==> src/rtl/hub_strap_latch.sv <==
module hub_strap_latch (
  input  logic       clk,
  input  logic       rst_n,
  input  logic       strap_pol,
  input  logic [1:0] strap_sel,
  input  logic [1:0] strap_nonrem,
  input  logic       strap_pdis,
  input  logic       strap_gang,
  input  logic [2:0] pwr_req,
  input  logic [2:0] led_req,
  output logic       cfg_ready,
  output logic [1:0] cfg_mode,
  output logic [2:0] port_off,
  output logic [2:0] non_removable,
  output logic       ganged,
  output logic [2:0] pwr_en,
  output logic [2:0] led_out
);

  logic [6:0] pins, sync1, sync2, held;
  logic [1:0] rst_sync;

  assign pins = {strap_pol, strap_sel, strap_nonrem, strap_pdis, strap_gang};

  always_ff @(posedge clk) begin
    sync1 <= pins;
    sync2 <= sync1;
  end

  always_ff @(posedge clk or negedge rst_n)
    if (!rst_n) rst_sync <= 2'b00;
    else        rst_sync <= {rst_sync[0], 1'b1};

  always_ff @(posedge clk or negedge rst_n)
    if (!rst_n) begin
      cfg_ready <= 1'b0;
      held      <= '0;
    end else if (rst_sync[1] && !cfg_ready) begin
      cfg_ready <= 1'b1;
      held      <= sync2;
    end

  logic       pol_q, pdis_q, gang_q, use_straps;
  logic [1:0] sel_q, nr_q;
  logic [2:0] demand, active, led_flip;

  assign {pol_q, sel_q, nr_q, pdis_q, gang_q} = held;
  assign use_straps = cfg_ready && (sel_q == 2'b10);

  assign cfg_mode      = !cfg_ready ? 2'd0 : !sel_q[1] ? 2'd1 : sel_q[0] ? 2'd3 : 2'd2;
  assign port_off      = (use_straps && pdis_q) ? 3'b100 : 3'b000;
  assign non_removable = use_straps ? {nr_q == 2'b11, nr_q[1], nr_q != 2'b00} : 3'b000;
  assign ganged        = use_straps && gang_q;

  assign demand   = ganged ? {3{pwr_req[0]}} : pwr_req;
  assign active   = demand & ~port_off;
  assign pwr_en   = !cfg_ready ? {3{~strap_pol}} : (pol_q ? active : ~active);
  assign led_flip = use_straps ? {pdis_q, nr_q} : 3'b111;
  assign led_out  = cfg_ready ? (led_req ^ led_flip) : 3'b000;

  always @(posedge clk)
    if (!rst_n) assert_reset_safe_R1: assert (pwr_en == {3{~strap_pol}} && led_out == 3'b000);

  assert_config_held_R2: assert property (@(posedge clk) disable iff (!rst_n)
    cfg_ready |=> $stable({cfg_mode, port_off, non_removable, ganged}) && cfg_ready);

  assert_nonrem_code_R5: assert property (@(posedge clk) disable iff (!rst_n)
    non_removable == 3'b000 || non_removable == 3'b001 ||
    non_removable == 3'b011 || non_removable == 3'b111);

  assert_port3_off_R6: assert property (@(posedge clk) disable iff (!rst_n)
    (cfg_ready && port_off[2]) |-> (pwr_en[2] == !pol_q));

  assert_gang_equal_R7: assert property (@(posedge clk) disable iff (!rst_n)
    (ganged && port_off == 3'b000) |-> (pwr_en == 3'b000 || pwr_en == 3'b111));

  assert_other_modes_R9: assert property (@(posedge clk) disable iff (!rst_n)
    (cfg_ready && cfg_mode != 2'd2) |-> (port_off == 3'b000 && non_removable == 3'b000 && !ganged));

endmodule

==> config.mk <==
export PLATFORM = sky130hd
export DESIGN_NAME = hub_strap_latch
export DESIGN_NICKNAME = d
export VERILOG_FILES = /design/src/rtl/hub_strap_latch.sv
export SDC_FILE = /design/constraint.sdc
export NUM_CORES = 1
export LEC_CHECK = 0
export ABC_AREA = 0
export BUFFER_PORTS_ARGS = -buffer_cell sky130_fd_sc_hd__buf_2
export CAP_MARGIN = 30
export CORE_ASPECT_RATIO = 1.25
export CORE_UTILIZATION = 42
export DETAILED_ROUTE_END_ITERATION = 16
export PLACE_DENSITY_LB_ADDON = 0.08
export SYNTH_ARGS = -nofsm -noshare
export SYNTH_HDL_FRONTEND = slang
export SYNTH_SLANG_ARGS = --single-unit
export TNS_END_PERCENT = 10
==> constraint.sdc <==
create_clock -name clk -period 1.55 [get_ports clk]
set_input_delay 0.3875 -clock clk [delete_from_list [all_inputs] [get_ports clk]]
set_output_delay 0.3875 -clock clk [all_outputs]
set_load 0.01 [all_outputs]
Word-level counts from Yosys, hierarchy flattened

Cells that the tools add are included.

Eq/ne operators: 2
Reduce and logical (&&, ||, !) cells: 6
Bitwise operators: 5
Muxes and demuxes: 10

Operator list:

| operator           | number |
|---|---|
| $mux 3             | 7 |
| $not 3->3          | 2 |
| $eq 2x2->1 const B | 2 |
| $logic_and 1x1->1  | 4 |
| $mux 2             | 2 |
| $and 3x3->3        | 1 |
| $xor 3x3->3        | 1 |
| $reduce_bool 2->1  | 1 |
| $logic_not 1->1    | 1 |
| $mux 1             | 1 |
| $not 1->1          | 1 |

Output and inout port bits: 16
Flip-flop bits (word level): 24
Logic and storage cells: 28
Input bits: 15

Depth between registers and ports, before layout

Gate-level depths: netlist of run 1.

Word-level depth: 9
Gate-level depth with buffers: 5
Gate-level depth less buffers: 4

Worst setup path before layout of run 1

OpenSTA, ideal clock, no wires.

Kind: flip-flop to output port
Start: reg cfg_ready
End: out pwr_en[2]
Buffers on the path: 1
Stages on the path, launching flop included: 5
Path slack: -164 ps
Arrival: 1,326 ps
Data required time: 1,162 ps
Cells stage by stage: dfrtp_1 and4b_1 buf_6 a41oi_1 nor3b_1

Elaborated cells between the ends (all ways): 10
Those cells by class: mux (4); bitwise (3); reduce/logical (3)

RTL lines:

| item                    | RTL line | source |
|---|---|---|
| from (decl)             | 11       | `output logic cfg_ready,` |
| from (signal assigned)  | 36       | `cfg_ready <= 1'b0;` |
| from (signal assigned)  | 39       | `cfg_ready <= 1'b1;` |
| $logic_and 1x1->1 (*)   | 48       | `assign use_straps = cfg_ready && (sel_q == 2'b10);` |
| $logic_and 1x1->1 (*)   | 53       | `assign ganged = use_straps && gang_q;` |
| via ganged              | 15       | `output logic ganged,` |
| $mux 3 (*)              | 55       | `assign demand = ganged ? {3{pwr_req[0]}} : pwr_req;` |
| $and 3x3->3 (*)         | 56       | `assign active = demand & ~port_off;` |
| $not 3->3               | 57       | `assign pwr_en = !cfg_ready ? {3{~strap_pol}} : (pol_q ? active : ~active);` |
| $mux 3 (*) (2 in a row) | 57       |  |
| to (decl)               | 16       | `output logic [2:0] pwr_en,` |

Mark *: on every way through the listed nets, which the timed path passes. The rest lies on a longest branch.

Final worst setup path of run 1

Start: reg held[4]
End: out pwr_en[1]

Word-level cells in the longest chain between the ends: 8

Ends and longest elaborated chain:

| item                    | RTL line | source |
|---|---|---|
| from (decl)             | 20       | `logic [6:0] pins, sync1, sync2, held;` |
| from (signal assigned)  | 40       | `held <= sync2;` |
| $eq 2x2->1 (*)          | 48       |  |
| $logic_and 1x1->1 (*)   | 48       |  |
| $logic_and 1x1->1 (*)   | 53       |  |
| $mux 3 (*)              | 55       |  |
| $and 3x3->3 (*)         | 56       |  |
| $not 3->3               | 57       |  |
| $mux 3 (*) (2 in a row) | 57       |  |

Every way passes the cells marked *; elsewhere a longest branch is shown, timed or not.

==> results of run 1 <==
-- flip-flops by register name, summed over array words and instances, names as in the netlist --
signal and cells:
sync2 7, sync1 7, held 7, cfg_ready 1, rst_sync 2
-- worst max-delay path, stage by stage (launching register included) --
cell and delay, ns:
dfrtp_1 0.41, and4b_2 0.33, mux2i_1 0.23, xnor2_1 0.16
a21oi_2 0.07, buf_2 0.14
-- cell usage after synthesis, types with 2 or more instances --
cell type / instances / area share
nand2_1: 2 / 0.0085
dfrtp_1: 10 / 0.28
buf_4: 2 / 0.017
o21ai_0: 4 / 0.023
and2_1: 3 / 0.021
or3_1: 3 / 0.021
and3_1: 4 / 0.028
and2b_2: 2 / 0.020
and3_2: 2 / 0.017
dfxtp_1: 14 / 0.32
nor2b_1: 2 / 0.014
conb_1: 2 / 0.0085
mux2_2: 6 / 0.076
a21oi_1: 3 / 0.017
-- cell type report --
type / count / area (µm²)
Clock buffer: 4 / 36.28
Inverter: 1 / 3.754
Multi-Input combinational cell: 45 / 351.6
Fill cell: 170 / 802.0
Tap cell: 20 / 25.02
Timing Repair Buffer: 37 / 231.5
Sequential cell: 24 / 531.8
-- per-stage QoR --
| step | setup slack [ns] | util | instance area, µm² |
|---|---|---|---|
| 2_1_floorplan | -0.04212 | - | 899.6 |
| 3_3_place_gp | -0.09163 | 0.5461 | 1082 |
| 3_5_place_dp | -0.1556 | 0.5461 | 1082 |
| 4_1_cts | -0.4858 | 0.5821 | 1154 |
| 5_1_grt | -0.5627 | 0.5953 | 1180 |
| 6_report | -0.4693 | 0.5953 | 1180 |
-- worst min path at each step --
stage	from	end	slack (ns)
after floorplan	rst_n	cfg_ready	0.09
after global placement	rst_n	held[2]	0.26
after detailed placement	rst_n	held[2]	0.26
after CTS	strap_pdis	sync1[1]	0.16
after global routing	strap_pdis	sync1[1]	0.16
final	strap_gang	sync1[0]	0.17
-- report_power, final --
group | leakage (nW) | internal (W) | switching [W]
Clock | 0.0210 | 0.000143 | 0.000167
Combinational | 0.308 | 0.000125 | 0.0000954
Sequential | 0.237 | 0.000664 | 0.0000281
-- logic make-up after synthesis --
family	after synthesis
buffers and inverters	6
other	2
AO/OA/AOI/OAI	11
flip-flops	24
XOR/XNOR	2
AND/OR/NAND/NOR	22
multiplexers	7
-- metal layers --
metal / share of wire / GRT usage
met2: 0.52 / 0.2525
met3: 0.040 / 0.01024
met5: 0 / 0
met1: 0.43 / 0.1422
met4: 0.0082 / 0.1010
-- repair_timing --
| item | CTS | global route |
|---|---|---|
| hold buffers | 1 | 0 |
| pin swaps | 2 | 0 |
| gates resized for setup | 5 | 6 |
| setup buffers | 1 | 0 |
| hold endpoints to repair | 10 | 0 |
| endpoints found under the setup margin | 13 | 13 |
==> results_dict.tcl, run 1 <==
set metrics [dict create \
    status "finished, violations left" \
    violations "setup timing" \
    synth_warnings 0 \
    clock_sinks 24 \
    post-place-cells 125 \
    synth_enable_flop_cells 0 \
    drv_cap 0 \
    p_leak_nw 0.5656 \
    insertion_delay_ns 0.30 \
    antenna_violating_nets_post_route 0 \
    yosysSeqAreaShare 0.5989 \
    final.setup.tns_ns -3.401 \
    dr.pass1.iters 4 \
    skew_ns 0.005306 \
    crit_fanout 4 \
    diodes 0 \
    fmaxAchievable_mhz 495.2 \
    syn_inst 74 \
    synthSimpleGateAreaFrac 0.1638 \
    period_needed_ns 2.019 \
    power.total_w 0.001222 \
    fin_crit_sh 1.303 \
    crit_start "held[4]" \
    synth.distinct_cells 29 \
    avgSynthCellArea_um2 11.97 \
    crit_end "pwr_en[1]" \
    final_max_slew_viol_count 0 \
    r2r_setup_slack_ns 0.17 \
    setup_violations 12 \
    ys_ff_latch 24 \
    rsz0062_at_grt "true" \
    async_reset_ff_frac 0.4167 \
    track_usage 0.1364 \
    synth_top_family_by_area "simple AND/OR/NAND/NOR gates" \
    reg2reg_to "held[1]" \
    antenna_found_initial 0 \
    final_cell_mix "buf_2 (27), dfxtp_1 (14), dfrtp_1 (9), mux2_2 (6), buf_6 (5)" \
    drt_iter0_markers 4 \
    io_buffers 28 \
    timing.final.ws_setup_ns -0.4693 \
    final_common_cell "buf_2" \
    viasPerCell 4.863 \
    grt_pass1_vias 585 \
    irDropWorstVdd_mv 0.7742 \
    gp_congestion 0.6693 \
    clk_pin_slew_ns 0.12 \
    syn_area_um2 885.9 \
    drive_gt1_frac 0.5315 \
    vias 637 \
    rr_worst_depth 3 \
    r2r-start "cfg_ready" \
    start_util 0.4470 \
    syn2layout_area_growth_pct 33.19 \
    dpl.hpwl_mm 1.102 \
    grt_pass1_wl_mm 2.297 \
    fp.dieW_um 43.08 \
    grt_max_degree 14 \
    io_pins 31 \
    num_rows 18 \
    routed_wl_mm 1.465 \
    synth_ff_type "dfxtp_1" \
    fin_cells 131 \
    clock-root-buffer "clkbuf_4" \
    die_h_um 53.35 \
    crit_required_ns 1.16 \
    p_per_area_nw_per_um2 1035 \
    muxShareOfSynthArea 0.08757 \
    die_area_um2 2298 \
    fin_nets 127 \
    finalHoldViolCount 0 \
    synth_compound_area_frac 0.07768 \
    grt_overflow 0 \
    critPathArrivalTime_ns 1.63 \
    synth_fa_ha_area_frac 0 \
    wl_per_cell_um 11.18 \
    clockBufferDepth 2 \
    cts_buffers 3 \
    min_path_cells 1 \
    design.core.area_um2 1982 \
    hold_ws_ns 0.1739 \
    drc 0 \
    yosys.area_share.xor_xnor 0.01977 \
    worstSetupPathType "flop to output pin" \
    cts_tree "built" \
    hold_path_class "input port to flop" \
    htree_num_levels 1 \
    startpoint_type "flop" \
    end_kind "output pin" \
]
(Power assumes the default switching activity.)
==> run 2: changes to the inputs <==
--- a/config.mk
+++ b/config.mk
@@ -6,10 +6,13 @@
 export NUM_CORES = 1
 export LEC_CHECK = 0
 export ABC_AREA = 0
+export ABC_CLOCK_PERIOD_IN_PS = 1550
 export BUFFER_PORTS_ARGS = -buffer_cell sky130_fd_sc_hd__buf_2
 export CAP_MARGIN = 30
+export CELL_PAD_IN_SITES_DETAIL_PLACEMENT = 1
+export CELL_PAD_IN_SITES_GLOBAL_PLACEMENT = 1
 export CORE_ASPECT_RATIO = 1.25
-export CORE_UTILIZATION = 42
+export CORE_UTILIZATION = 32
 export DETAILED_ROUTE_END_ITERATION = 16
 export PLACE_DENSITY_LB_ADDON = 0.08
 export SYNTH_ARGS = -nofsm -noshare
==> run 2 against run 1 <==
  * Combinational power grew 7%
  * Largest power group unchanged
  * Count of clock-buffer cells in the layout is the same
  * Highest routed layer unchanged
  * The flow still finishes with violations (setup timing)
  * Utilization shrank 11 points
  * Global-route usage shrank 1.7 points
==> results_dict.tcl, run 2 (synthesis results as in run 1) <==
set metrics [dict create \
    status "finished, violations left" \
    violations "setup timing" \
    final_cell_mix "buf_2 (26), dfxtp_1 (14), dfrtp_1 (9), buf_4 (8), buf_6 (7)" \
    grt_pass1_wl_mm 2.670 \
    track_usage 0.1198 \
    dr.pass1.iters 1 \
    syn2layout_area_growth_pct 39.55 \
    grt_max_degree 14 \
    antenna_violating_nets_post_route 0 \
    p_per_area_nw_per_um2 997.4 \
    cts_tree "built" \
    dr_wl_met2_um 817 \
    cts_buffers 3 \
    io_pins 31 \
    wl_met3_um 57 \
    crit_required_ns 1.16 \
    clock_sinks 24 \
    path_cells "nand2b_1 > buf_4 > or3_1 > and3_1 > buf_2" \
    final_common_cell "buf_2" \
    irDropWorstVdd_mv 0.5838 \
    setup_violations 13 \
    place_area_um2 1136 \
    diodes 0 \
    timing.final.ws_setup_ns -0.4487 \
    design.core.area_um2 2527 \
    drv_cap 0 \
    drt_iter0_markers 0 \
    grt_pass1_vias 646 \
    stdcell_area_um2 1236 \
    drc 0 \
    critPathArrivalTime_ns 1.61 \
    final_max_slew_viol_count 0 \
    power.total_w 0.001233 \
    htree_num_levels 1 \
    die_h_um 60.83 \
    wl_per_cell_um 11.03 \
    crit_fanout 7 \
    die_area_um2 2984 \
    p_leak_nw 0.5984 \
    critPathBufInv 2 \
    antenna_found_initial 0 \
    finalHoldViolCount 0 \
    drive_gt1_frac 0.5431 \
    fin_crit_sh 1.289 \
    routed_wl_mm 1.643 \
    io_buffers 28 \
    dpl.hpwl_mm 1.339 \
    viasPerCell 4.396 \
    skew_ns 0.006327 \
    dr.max_layer_used "met4" \
    end_kind "output pin" \
    insertion_delay_ns 0.30 \
    met1_length_um 741 \
    fp.dieW_um 49.06 \
    clockBufferDepth 2 \
    vias 655 \
    grt_overflow 0 \
    startpoint_type "flop" \
    final_util 0.4891 \
    critPathMaxStageDelay_ns 0.41 \
    crit_slowest_cell "dfrtp_1" \
    num_rows 20 \
    gp_congestion 0.6963 \
    largestRegisters "held x7, sync1 x7, sync2 x7" \
    clock-root-buffer "clkbuf_4" \
    fin_nets 132 \
    fmaxAchievable_mhz 500.3 \
    cp_top_family "simple AND/OR/NAND/NOR gates" \
    worstSetupPathType "flop to output pin" \
    clk_pin_slew_ns 0.12 \
    hold_ws_ns 0.1759 \
    start_util 0.3505 \
    period_needed_ns 1.999 \
    dp_slack_ns -0.1317 \
    hold_path_class "input port to flop" \
    rsz0062_at_grt "true" \
]
run 2: report_power, final:
| part | leakage [nW] | switching, W | internal (W) | total [W] |
|---|---|---|---|---|
| Clock | 0.0210 | 0.000168 | 0.000143 | 0.000311 |
| Sequential | 0.237 | 0.0000241 | 0.000664 | 0.000688 |
| Combinational | 0.341 | 0.0000997 | 0.000135 | 0.000235 |
run 2: repair_timing:
item | CTS | global route
pin swaps | 1 | 2
endpoints found under the setup margin | 14 | 14
gates resized for setup | 7 | 5
buffers inserted | 0 | 1
hold endpoints to repair | 10 | 0
hold buffers | 1 | 0
run 2: area by class of cell:
type                       count  area [µm²]
clock buffer                   4       36.28
fill                         289        1291
inverter                       1       3.754
multi-input combinational     45       344.1
sequential                    24       531.8
tap                           33       41.29
timing repair buffer          42       279.0
run 2: routing by layer:
layer	global-route usage	vias to the layer above
met2	0.2290	20
met3	0.007519	2
met1	0.1302	300
met4	0.07563	0
met5	0	-
li1	-	333
run 2: final timing paths:
| path | slack [ns] | to | startpoint | cells after the start |
|---|---|---|---|---|
| min in group asynchronous | 0.45 | held[3] | rst_n | 2 |
| setup reg to reg | 0.17 | held[2] | cfg_ready | 3 |
| hold / removal | 0.18 | sync1[3] | strap_nonrem[1] | 1 |
| setup / recovery | -0.45 | led_out[0] | held[4] | 5 |
| max in group asynchronous | 0.90 | cfg_ready | rst_n | 2 |
| hold reg to reg | 0.34 | sync2[4] | sync1[4] | 0 |
run 2: metrics by stage:
step	setup TNS, ns	cells
after floorplan	-0.07183	75
after global placement	-0.4075	143
after detailed placement	-0.5461	143
after CTS	-3.815	148
after global routing	-4.748	149
final	-3.701	149
